===== config.mk =====
export PLATFORM = sky130hd
export DESIGN_NAME = ftburst_sram
export DESIGN_NICKNAME = d
export VERILOG_FILES = /design/src/rtl/ftb_pkg.sv /design/src/rtl/ftb_ctl.sv /design/src/rtl/ftb_wreg.sv /design/src/rtl/ftb_array.sv /design/src/rtl/ftburst_sram.sv
export SDC_FILE = /design/constraint.sdc
export NUM_CORES = 2
export LEC_CHECK = 0
export ABC_AREA = 0
export BUFFER_PORTS_ARGS = -buffer_cell sky130_fd_sc_hd__buf_2
export CELL_PAD_IN_SITES_DETAIL_PLACEMENT = 1
export CELL_PAD_IN_SITES_GLOBAL_PLACEMENT = 2
export CORE_MARGIN = 4
export CORE_UTILIZATION = 25
export DETAILED_ROUTE_END_ITERATION = 12
export PLACE_DENSITY_LB_ADDON = 0.1
export SYNTH_ARGS = -nofsm -noshare
export SYNTH_HDL_FRONTEND = slang
export SYNTH_SLANG_ARGS = --single-unit

===== constraint.sdc =====
create_clock -name clk -period 2.58 [get_ports clk]
set_input_delay 0 -clock clk [delete_from_list [all_inputs] [get_ports clk]]
set_output_delay 0 -clock clk [all_outputs]
set_load 0.05 [all_outputs]

===== src/rtl/ftb_pkg.sv =====
package ftb_pkg;

  typedef enum logic {
    ORD_LINEAR     = 1'b0,
    ORD_INTERLEAVE = 1'b1
  } burst_ord_e;

  // Low two address bits of a burst beat, given start bits and beat count.
  function automatic logic [1:0] beat_lo(input logic [1:0] start,
                                         input logic [1:0] cnt,
                                         input burst_ord_e ord);
    if (ord == ORD_INTERLEAVE) return start ^ cnt;
    return start + cnt;
  endfunction

endpackage


===== src/rtl/ftb_ctl.sv =====
module ftb_ctl
  import ftb_pkg::*;
#(
  parameter int AW = 6,
  parameter int NL = 4
) (
  input  logic          clk,
  input  logic          rst,
  input  logic          clk_en,
  input  logic          sleep,
  input  logic          sel_ok,
  input  logic          advance,
  input  logic          we,
  input  logic          interleave,
  input  logic [AW-1:0] addr,
  input  logic [NL-1:0] byte_en,
  output logic          acc_valid,
  output logic          acc_we,
  output logic [AW-1:0] acc_addr,
  output logic [NL-1:0] acc_be
);

  logic          brst_act;
  logic          brst_we;
  burst_ord_e    brst_ord;
  logic [AW-1:0] brst_base;
  logic [1:0]    brst_cnt;
  logic [1:0]    cnt_nxt;

  assign cnt_nxt = brst_cnt + 2'd1;

  always_ff @(posedge clk) begin
    if (rst) begin
      brst_act  <= 1'b0;
      brst_we   <= 1'b0;
      brst_ord  <= ORD_LINEAR;
      brst_base <= '0;
      brst_cnt  <= '0;
      acc_valid <= 1'b0;
      acc_we    <= 1'b0;
      acc_addr  <= '0;
      acc_be    <= '0;
    end else if (sleep) begin
      brst_act  <= 1'b0;
      acc_valid <= 1'b0;
    end else if (clk_en) begin
      if (!advance) begin
        brst_act  <= sel_ok;
        acc_valid <= sel_ok;
        if (sel_ok) begin
          brst_we   <= we;
          brst_ord  <= interleave ? ORD_INTERLEAVE : ORD_LINEAR;
          brst_base <= addr;
          brst_cnt  <= '0;
          acc_we    <= we;
          acc_addr  <= addr;
          acc_be    <= byte_en;
        end
      end else if (brst_act) begin
        brst_cnt  <= cnt_nxt;
        acc_valid <= 1'b1;
        acc_we    <= brst_we;
        acc_addr  <= {brst_base[AW-1:2], beat_lo(brst_base[1:0], cnt_nxt, brst_ord)};
        acc_be    <= byte_en;
      end else begin
        acc_valid <= 1'b0;
      end
    end
  end

  // a disabled edge leaves the access and counter untouched
  p_stall_hold_r8: assert property (@(posedge clk) disable iff (rst)
    (!clk_en && !sleep) |=> ($stable(acc_valid) && $stable(acc_addr) && $stable(brst_cnt)));

  // burst beats never leave the aligned group of four
  p_burst_group_r3: assert property (@(posedge clk) disable iff (rst)
    (clk_en && !sleep && advance && brst_act) |=>
      (acc_valid && acc_addr[AW-1:2] == $past(acc_addr[AW-1:2])));

endmodule


===== src/rtl/ftb_wreg.sv =====
module ftb_wreg #(
  parameter int AW = 6,
  parameter int NL = 4,
  parameter int LW = 9
) (
  input  logic             clk,
  input  logic             rst,
  input  logic             clk_en,
  input  logic             cap_valid,
  input  logic [AW-1:0]    cap_addr,
  input  logic [NL-1:0]    cap_be,
  input  logic [NL*LW-1:0] wdata,
  input  logic [AW-1:0]    rd_addr,
  input  logic [NL*LW-1:0] rd_word,
  output logic             commit,
  output logic [AW-1:0]    commit_addr,
  output logic [NL-1:0]    commit_be,
  output logic [NL*LW-1:0] commit_data,
  output logic [NL*LW-1:0] fwd_word
);

  logic             pend_valid;
  logic [AW-1:0]    pend_addr;
  logic [NL-1:0]    pend_be;
  logic [NL*LW-1:0] pend_data;
  logic             hit;

  always_ff @(posedge clk) begin
    if (rst) begin
      pend_valid <= 1'b0;
      pend_addr  <= '0;
      pend_be    <= '0;
      pend_data  <= '0;
    end else if (clk_en) begin
      pend_valid <= cap_valid && (|cap_be);
      pend_addr  <= cap_addr;
      pend_be    <= cap_be;
      pend_data  <= wdata;
    end
  end

  assign commit      = clk_en && pend_valid && !rst;
  assign commit_addr = pend_addr;
  assign commit_be   = pend_be;
  assign commit_data = pend_data;
  assign hit         = pend_valid && (pend_addr == rd_addr);

  for (genvar l = 0; l < NL; l++) begin : g_fwd
    assign fwd_word[l*LW +: LW] = (hit && pend_be[l]) ? pend_data[l*LW +: LW]
                                                      : rd_word[l*LW +: LW];
  end

  // an all-lanes-off write beat never becomes a pending commit
  p_abort_nowrite_r6: assert property (@(posedge clk) disable iff (rst)
    (clk_en && cap_valid && cap_be == '0) |=> !pend_valid);

endmodule


===== src/rtl/ftb_array.sv =====
module ftb_array #(
  parameter int AW = 6,
  parameter int NL = 4,
  parameter int LW = 9
) (
  input  logic             clk,
  input  logic             we,
  input  logic [AW-1:0]    waddr,
  input  logic [NL-1:0]    wbe,
  input  logic [NL*LW-1:0] wdata,
  input  logic [AW-1:0]    raddr,
  output logic [NL*LW-1:0] rdata
);

  localparam int DEPTH = 1 << AW;

  for (genvar l = 0; l < NL; l++) begin : g_lane
    logic [LW-1:0] mem [DEPTH];

    always_ff @(posedge clk) begin
      if (we && wbe[l]) mem[waddr] <= wdata[l*LW +: LW];
    end

    assign rdata[l*LW +: LW] = mem[raddr];
  end

endmodule


===== src/rtl/ftburst_sram.sv =====
module ftburst_sram
  import ftb_pkg::*;
#(
  parameter int ADDR_W  = 6,
  parameter int LANES   = 4,
  parameter int LANE_W  = 9,
  parameter int NUM_SEL = 3
) (
  input  logic                    clk,
  input  logic                    rst,
  input  logic                    clk_en,
  input  logic [NUM_SEL-1:0]      chip_sel,
  input  logic                    advance,
  input  logic                    write,
  input  logic [ADDR_W-1:0]       addr,
  input  logic [LANES-1:0]        byte_en,
  input  logic                    interleave,
  input  logic                    oe,
  input  logic                    sleep,
  input  logic [LANES*LANE_W-1:0] wdata,
  output logic [LANES*LANE_W-1:0] q,
  output logic                    q_oe
);

  localparam int DW = LANES * LANE_W;

  logic              sel_ok;
  logic              acc_valid;
  logic              acc_we;
  logic [ADDR_W-1:0] acc_addr;
  logic [LANES-1:0]  acc_be;
  logic              commit;
  logic [ADDR_W-1:0] commit_addr;
  logic [LANES-1:0]  commit_be;
  logic [DW-1:0]     commit_data;
  logic [DW-1:0]     arr_word;
  logic [DW-1:0]     fwd_word;

  assign sel_ok = &chip_sel;

  ftb_ctl #(.AW(ADDR_W), .NL(LANES)) i_ctl (
    .clk(clk), .rst(rst), .clk_en(clk_en), .sleep(sleep), .sel_ok(sel_ok),
    .advance(advance), .we(write), .interleave(interleave), .addr(addr),
    .byte_en(byte_en), .acc_valid(acc_valid), .acc_we(acc_we),
    .acc_addr(acc_addr), .acc_be(acc_be)
  );

  ftb_wreg #(.AW(ADDR_W), .NL(LANES), .LW(LANE_W)) i_wreg (
    .clk(clk), .rst(rst), .clk_en(clk_en),
    .cap_valid(acc_valid && acc_we), .cap_addr(acc_addr), .cap_be(acc_be),
    .wdata(wdata), .rd_addr(acc_addr), .rd_word(arr_word),
    .commit(commit), .commit_addr(commit_addr), .commit_be(commit_be),
    .commit_data(commit_data), .fwd_word(fwd_word)
  );

  ftb_array #(.AW(ADDR_W), .NL(LANES), .LW(LANE_W)) i_array (
    .clk(clk), .we(commit), .waddr(commit_addr), .wbe(commit_be),
    .wdata(commit_data), .raddr(acc_addr), .rdata(arr_word)
  );

  assign q_oe = acc_valid && !acc_we && oe && !sleep;
  assign q    = q_oe ? fwd_word : '0;

  // a deselecting load cycle releases the data pins after the edge
  p_deselect_hiz_r9: assert property (@(posedge clk) disable iff (rst)
    (clk_en && !sleep && !advance && !sel_ok) |=> !q_oe);

  // the pins are released on the first cycle after sleep ends
  p_sleep_exit_hiz_r11: assert property (@(posedge clk) disable iff (rst)
    $fell(sleep) |-> !q_oe);

endmodule


After elaboration in Yosys (flattened, before gate mapping)
Memory sizes are Yosys's and may differ from the RTL's. A register that Yosys moved wholly into a read port is not among the register bits.
Index checks and enable logic that the tools add are counted.
Word-level totals
  flip-flop bits (word level): 70
  memory bits (writable): 2304
  bits of input ports: 57
  output and inout bits: 37
  logic and storage cells: 94
  memories: 4
Memory list
  i_array.g_lane[0].mem: depth 64, width 9, rd ports 1, clocked after memory_dff 1, write ports 1, line ftb_array.sv:18  | logic [LW-1:0] mem [DEPTH];
  i_array.g_lane[1].mem: depth 64, width 9, rd ports 1, clocked after memory_dff 1, write ports 1, line ftb_array.sv:18
  i_array.g_lane[2].mem: depth 64, width 9, rd ports 1, clocked after memory_dff 1, write ports 1, line ftb_array.sv:18
  i_array.g_lane[3].mem: depth 64, width 9, rd ports 1, clocked after memory_dff 1, write ports 1, line ftb_array.sv:18
Operators by class
  $add $sub $neg: 2
  equality and inequality tests: 2
  multiplexer cells: 44
  bitwise gates (word level): 3
  reductions and logical operators: 26
Operators with widths (count)
  6-bit 2-to-1 mux: 11
  36-bit 2-to-1 mux: 1
  9-bit 2-to-1 mux: 4
  1-bit 2-to-1 mux: 20
  1-bit logical AND: 16
  4-bit 2-to-1 mux: 3
  2-bit 2-to-1 mux: 5
  6-bit equality test: 1
  6-bit AND reduction: 1
  4-bit AND reduction: 1
  4-bit OR reduction: 1
  1-bit logical NOT: 3
  3-bit AND reduction: 1
  2-bit by 1-bit adder with 2-bit output (second input constant): 1
  2-bit adder: 1
  2-bit by 1-bit != test with 1-bit output (second input constant): 1
  1-bit inverter: 2
  2-bit AND reduction: 1
  2-bit nonzero test: 1
  2-bit OR reduction: 1
  2-bit bitwise XOR: 1

Logic depth before layout (Yosys ltp)
  depth after elaboration: 11
  depth in mapped cells: 12
  mapped depth without buffers: 8

Modules after synthesis
From an unflattened synthesis, not the netlist that was laid out.
Unflattened totals
  cells, all modules: 4391
  area total of the unflattened synthesis: 91901.9 µm²
By module, submodules not included
  ftb_array: instances 1, cells each 4030, area an instance 88312.2 µm², sequential area each 69186.4 µm²
  ftb_wreg: instances 1, cells each 214, area an instance 2213.4 µm², sequential area each 940.9 µm²
  ftb_ctl: instances 1, cells each 104, area an instance 1066.0 µm², sequential area each 460.4 µm²
  ftburst_sram: instances 1, cells each 43, area an instance 310.3 µm², sequential area each 0.0 µm²

Worst setup path before layout
No wires, ideal clock.
  path type: register to output
  start: reg with a tool-made name
  end: out q[6]
  data arrival time: 2.859 ns
  data required time: 2.580 ns
  slack: -0.279 ns
  cell stages (with the launch flop): 10
  path buffers: 4
  cell sequence: dfxtp_1 buf_2 buf_2 buf_2 buf_2 mux4_2 nand2_1 nand3_1 nand4_1 o31ai_1
RTL lines
  end, declared: line ftburst_sram.sv:21  | output logic [LANES*LANE_W-1:0] q,

==> impl_metrics.toml <==
[clock_network]
clock_latency_ps = 900
clk_path_buf_depth = 4
h-tree-depth = 5
cts_tree = "done"
cts_inserted_buffers = 286
clkTransAtPathRegs_ps = 60
root_buffer = "clkbuf_16"
cts_sinks = 2380

[layout]
final_cell_mix = "edfxtp_1 (2,304), buf_4 (676), mux4_2 (498)"
layout_commonest_cell = "edfxtp_1"
utilization_pct = 32.61
finalInstanceArea_sq_mm = 0.1195
drive_above_1_share_pct = 35.97
num-fill-cells = 36427
synthToLayoutAreaGrowth_pct = 29.61
finalNonFillerCells = 10762
finalNetCount = 5778

[global_routing]
grt_pass1_wl_um = 454500
grt_util_met2_pct = 28.17
antenna_found_initial = 11
grt_max_degree = 66
met1_usage_pct = 23.70
overflow = 0
gr-usage-all-layers_pct = 17.20
grt_busiest_layer = "met2"
grt_pass1_vias = 52851
use_met3_pct = 2.887

[sta]
skew_ps = 49.61
setup_slack_ps = -1179
min_period_ps = 3759
finalSetupViolations = 36
relSlewSlack_pct = 45.36
worst_pin_slew_ps = 819.6
fmax_mhz = 266.0
fin_crit_sh_pct = 145.7
drv_slew = 0
rsz0062_at_grt = "true"
hold_viol = 0
finalSetupTns_ps = -38590
whs_ps = 108.2

[worst_setup_path]
crit_path_max_fanout = 7
max_stage_delay_ps = 510
cp_num_buf_inv = 4
worstPathArrival_ps = 3760
cp-end-kind = "primary output"
path_delay_family = "compound AO/OA/AOI/OAI gates"
cp.required_ps = 2580
critPathKind = "flop to primary output"
path_cells = "buf_6 -> buf_12 -> mux4_2 -> mux2_2 -> o221a_2 -> o211ai_1 -> buf_4 -> o211ai_1 -> buf_4"
cp_slowest_cell = "mux4_2"
start_kind = "flop"

[placement]
dp.cells = 9958
gp_congestion = 0.7437
post-place-ws_ps = -977.4
portBuffers = 93
dpl.hpwl_um = 222700
placed_area_sq_mm = 0.1059

[floorplan]
initial_core_util_pct = 25.16
chipHeight_um = 615.3
core_sq_mm = 0.3664
die_x_um = 615.3
fp.dieArea_sq_mm = 0.3786
rows = 222
ioPinCount = 94

[routing]
routed_wl_um = 334600
postRouteAntennaNets = 0
drt_iter0_drc = 4117
drc = 0
vias_per_cell = 4.608
vias = 49594
post_drt_wl_per_cell_um = 31.09
first_pass_iters = 6

[synth]
synth_top_area_share_pct = 75.04
syn_avg_cell_area_sq_um = 20.45
yosysSeqAreaShare_pct = 76.69
ys_warn_count = 0
ys.flop_type = "edfxtp_1"
syn-instance-count = 4508
ys_top_cells_by_area = "edfxtp_1 (75%), mux4_2 (12%), mux2i_1 (3.6%), dfxtp_1 (1.7%), a22oi_1 (1.5%)"
synth_top_area_cell = "edfxtp_1"
synth_enable_flop_cells = 2304
syn_nets = 4566
async_flop_share_pct = 0
syn_area_sq_mm = 0.09219
ys_types = 55
synth_seq_cells = 2380

[hold_path]
worstHoldPathType = "primary input to flop"

[power_and_ir_drop]
ir_drop_uv = 468.0
power.switching_mw = 17.81
leakage_nw = 37.41
p_int_mw = 65.17
clkPwrFrac_pct = 46.1
combPwrFrac_pct = 2.5
switching_share_pct = 21.46
powerDensity_mw_per_mm2 = 694.4
power.total_mw = 82.98
pwr-share-seq_pct = 51.4

[outcome]
status = "finished, violations left"
violations = "negative setup slack"

[job]
maxCapViolations = 0
==> Yosys cell counts (5+ instances only) <==
master / number
clkbuf_1: 102
buf_6: 13
a221o_1: 8
dfxtp_1: 76
nor2b_1: 15
and3_1: 5
mux4_2: 498
nor3_1: 16
a31oi_1: 5
nor4_1: 5
a221oi_1: 15
mux2i_1: 328
nand4_1: 16
nand2_1: 125
a211oi_1: 9
buf_4: 30
edfxtp_1: 2304
xnor2_1: 9
and3b_1: 5
mux2_2: 11
buf_2: 85
a22o_1: 40
nor2_1: 344
buf_1: 31
inv_1: 7
nor3b_1: 7
o21ai_0: 23
a22oi_1: 182
nand2b_1: 23
a21oi_1: 24
nand3_1: 111
==> metal layers <==
layer / part of all wire (%) / up-vias
met5: 0 / -
met4: 2.8 / 0
met3: 4.0 / 407
met2: 48 / 941
met1: 45 / 27137
li1: - / 21109
==> path summary, 6_finish.rpt <==
check        cells past startpoint  slack [ps]              startpoint                           end
max                              9       -1180                    flop                         q[12]
min                              6         110             chip_sel[1]                i_ctl.brst_act
max reg2reg                      7         150   i_wreg.commit_addr[0]  i_array.g_lane[0].mem[17][4]
min reg2reg                      0         490  i_wreg.commit_data[17]  i_array.g_lane[1].mem[20][8]
==> flip-flops by register name (all words and copies together), names as in the netlist, named ones only <==
| name | cells |
|---|---|
| i_ctl.acc_addr | 6 |
| i_ctl.acc_valid | 1 |
| i_ctl.brst_we | 1 |
| i_wreg.commit_data | 36 |
| i_wreg.commit_addr | 6 |
| i_ctl.brst_base | 6 |
| i_wreg.commit_be | 4 |
| i_array.g_lane.mem | 2304 |
| i_wreg.pend_valid | 1 |
| i_ctl.brst_cnt | 2 |
| i_ctl.acc_we | 1 |
| i_ctl.brst_act | 1 |
| i_ctl.brst_ord | 1 |
| i_ctl.acc_be | 4 |
==> what timing repair did <==
item                                   CTS  global route
buffers inserted                        53            66
setup endpoints to repair               37            38
pin swaps                               39            69
hold buffers                           153             0
endpoints found under the hold margin   76             0
gates resized for setup                248           108
gates cloned                            19             8
==> layout make-up <==
cell class / count / area, sq um / area share [%]
clock inverter: 137 / 1021 / 0.8544
inverter: 7 / 30.03 / 0.02513
timing repair buffer: 1186 / 12700 / 10.63
sequential: 2380 / 70770 / 59.23
tap: 4816 / 6026 / 5.043
multi-input combinational: 1859 / 21260 / 17.79
clock buffer: 370 / 7661 / 6.411
antenna: 7 / 17.52 / 0.01466
==> logic make-up after synthesis <==
| kind of cell | Yosys count | share of synthesized area, % |
|---|---|---|
| AOI/OAI and AO/OA | 328 | 2.667 |
| xor gates and xnor gates | 9 | 0.08550 |
| buffers and inverters | 269 | 1.440 |
| and+or+nand+nor | 684 | 3.239 |
| adders and majority gates | 1 | 0.01357 |
| muxes | 837 | 15.86 |
| DFF | 2380 | 76.69 |
==> worst register-to-register path, stage by stage, from the launching register on <==
cell     delay (ps)
dfxtp_1         340
buf_4           200
nor3b_1         320
buf_4           260
nand2_1         290
buf_4           320
nor2_1          130
buf_4           240
==> power by group through the flow <==
stage,clock network (mW),registers [mW],logic (mW)
global placement,0,43.5,1.76
finish,38.2,42.7,2.09
detailed placement,0,43.5,1.79
global route,41.1,42.7,2.24
floorplan,0,43.6,0.577
CTS,39.6,42.7,2.09
Power figures use the tool's default switching activity.
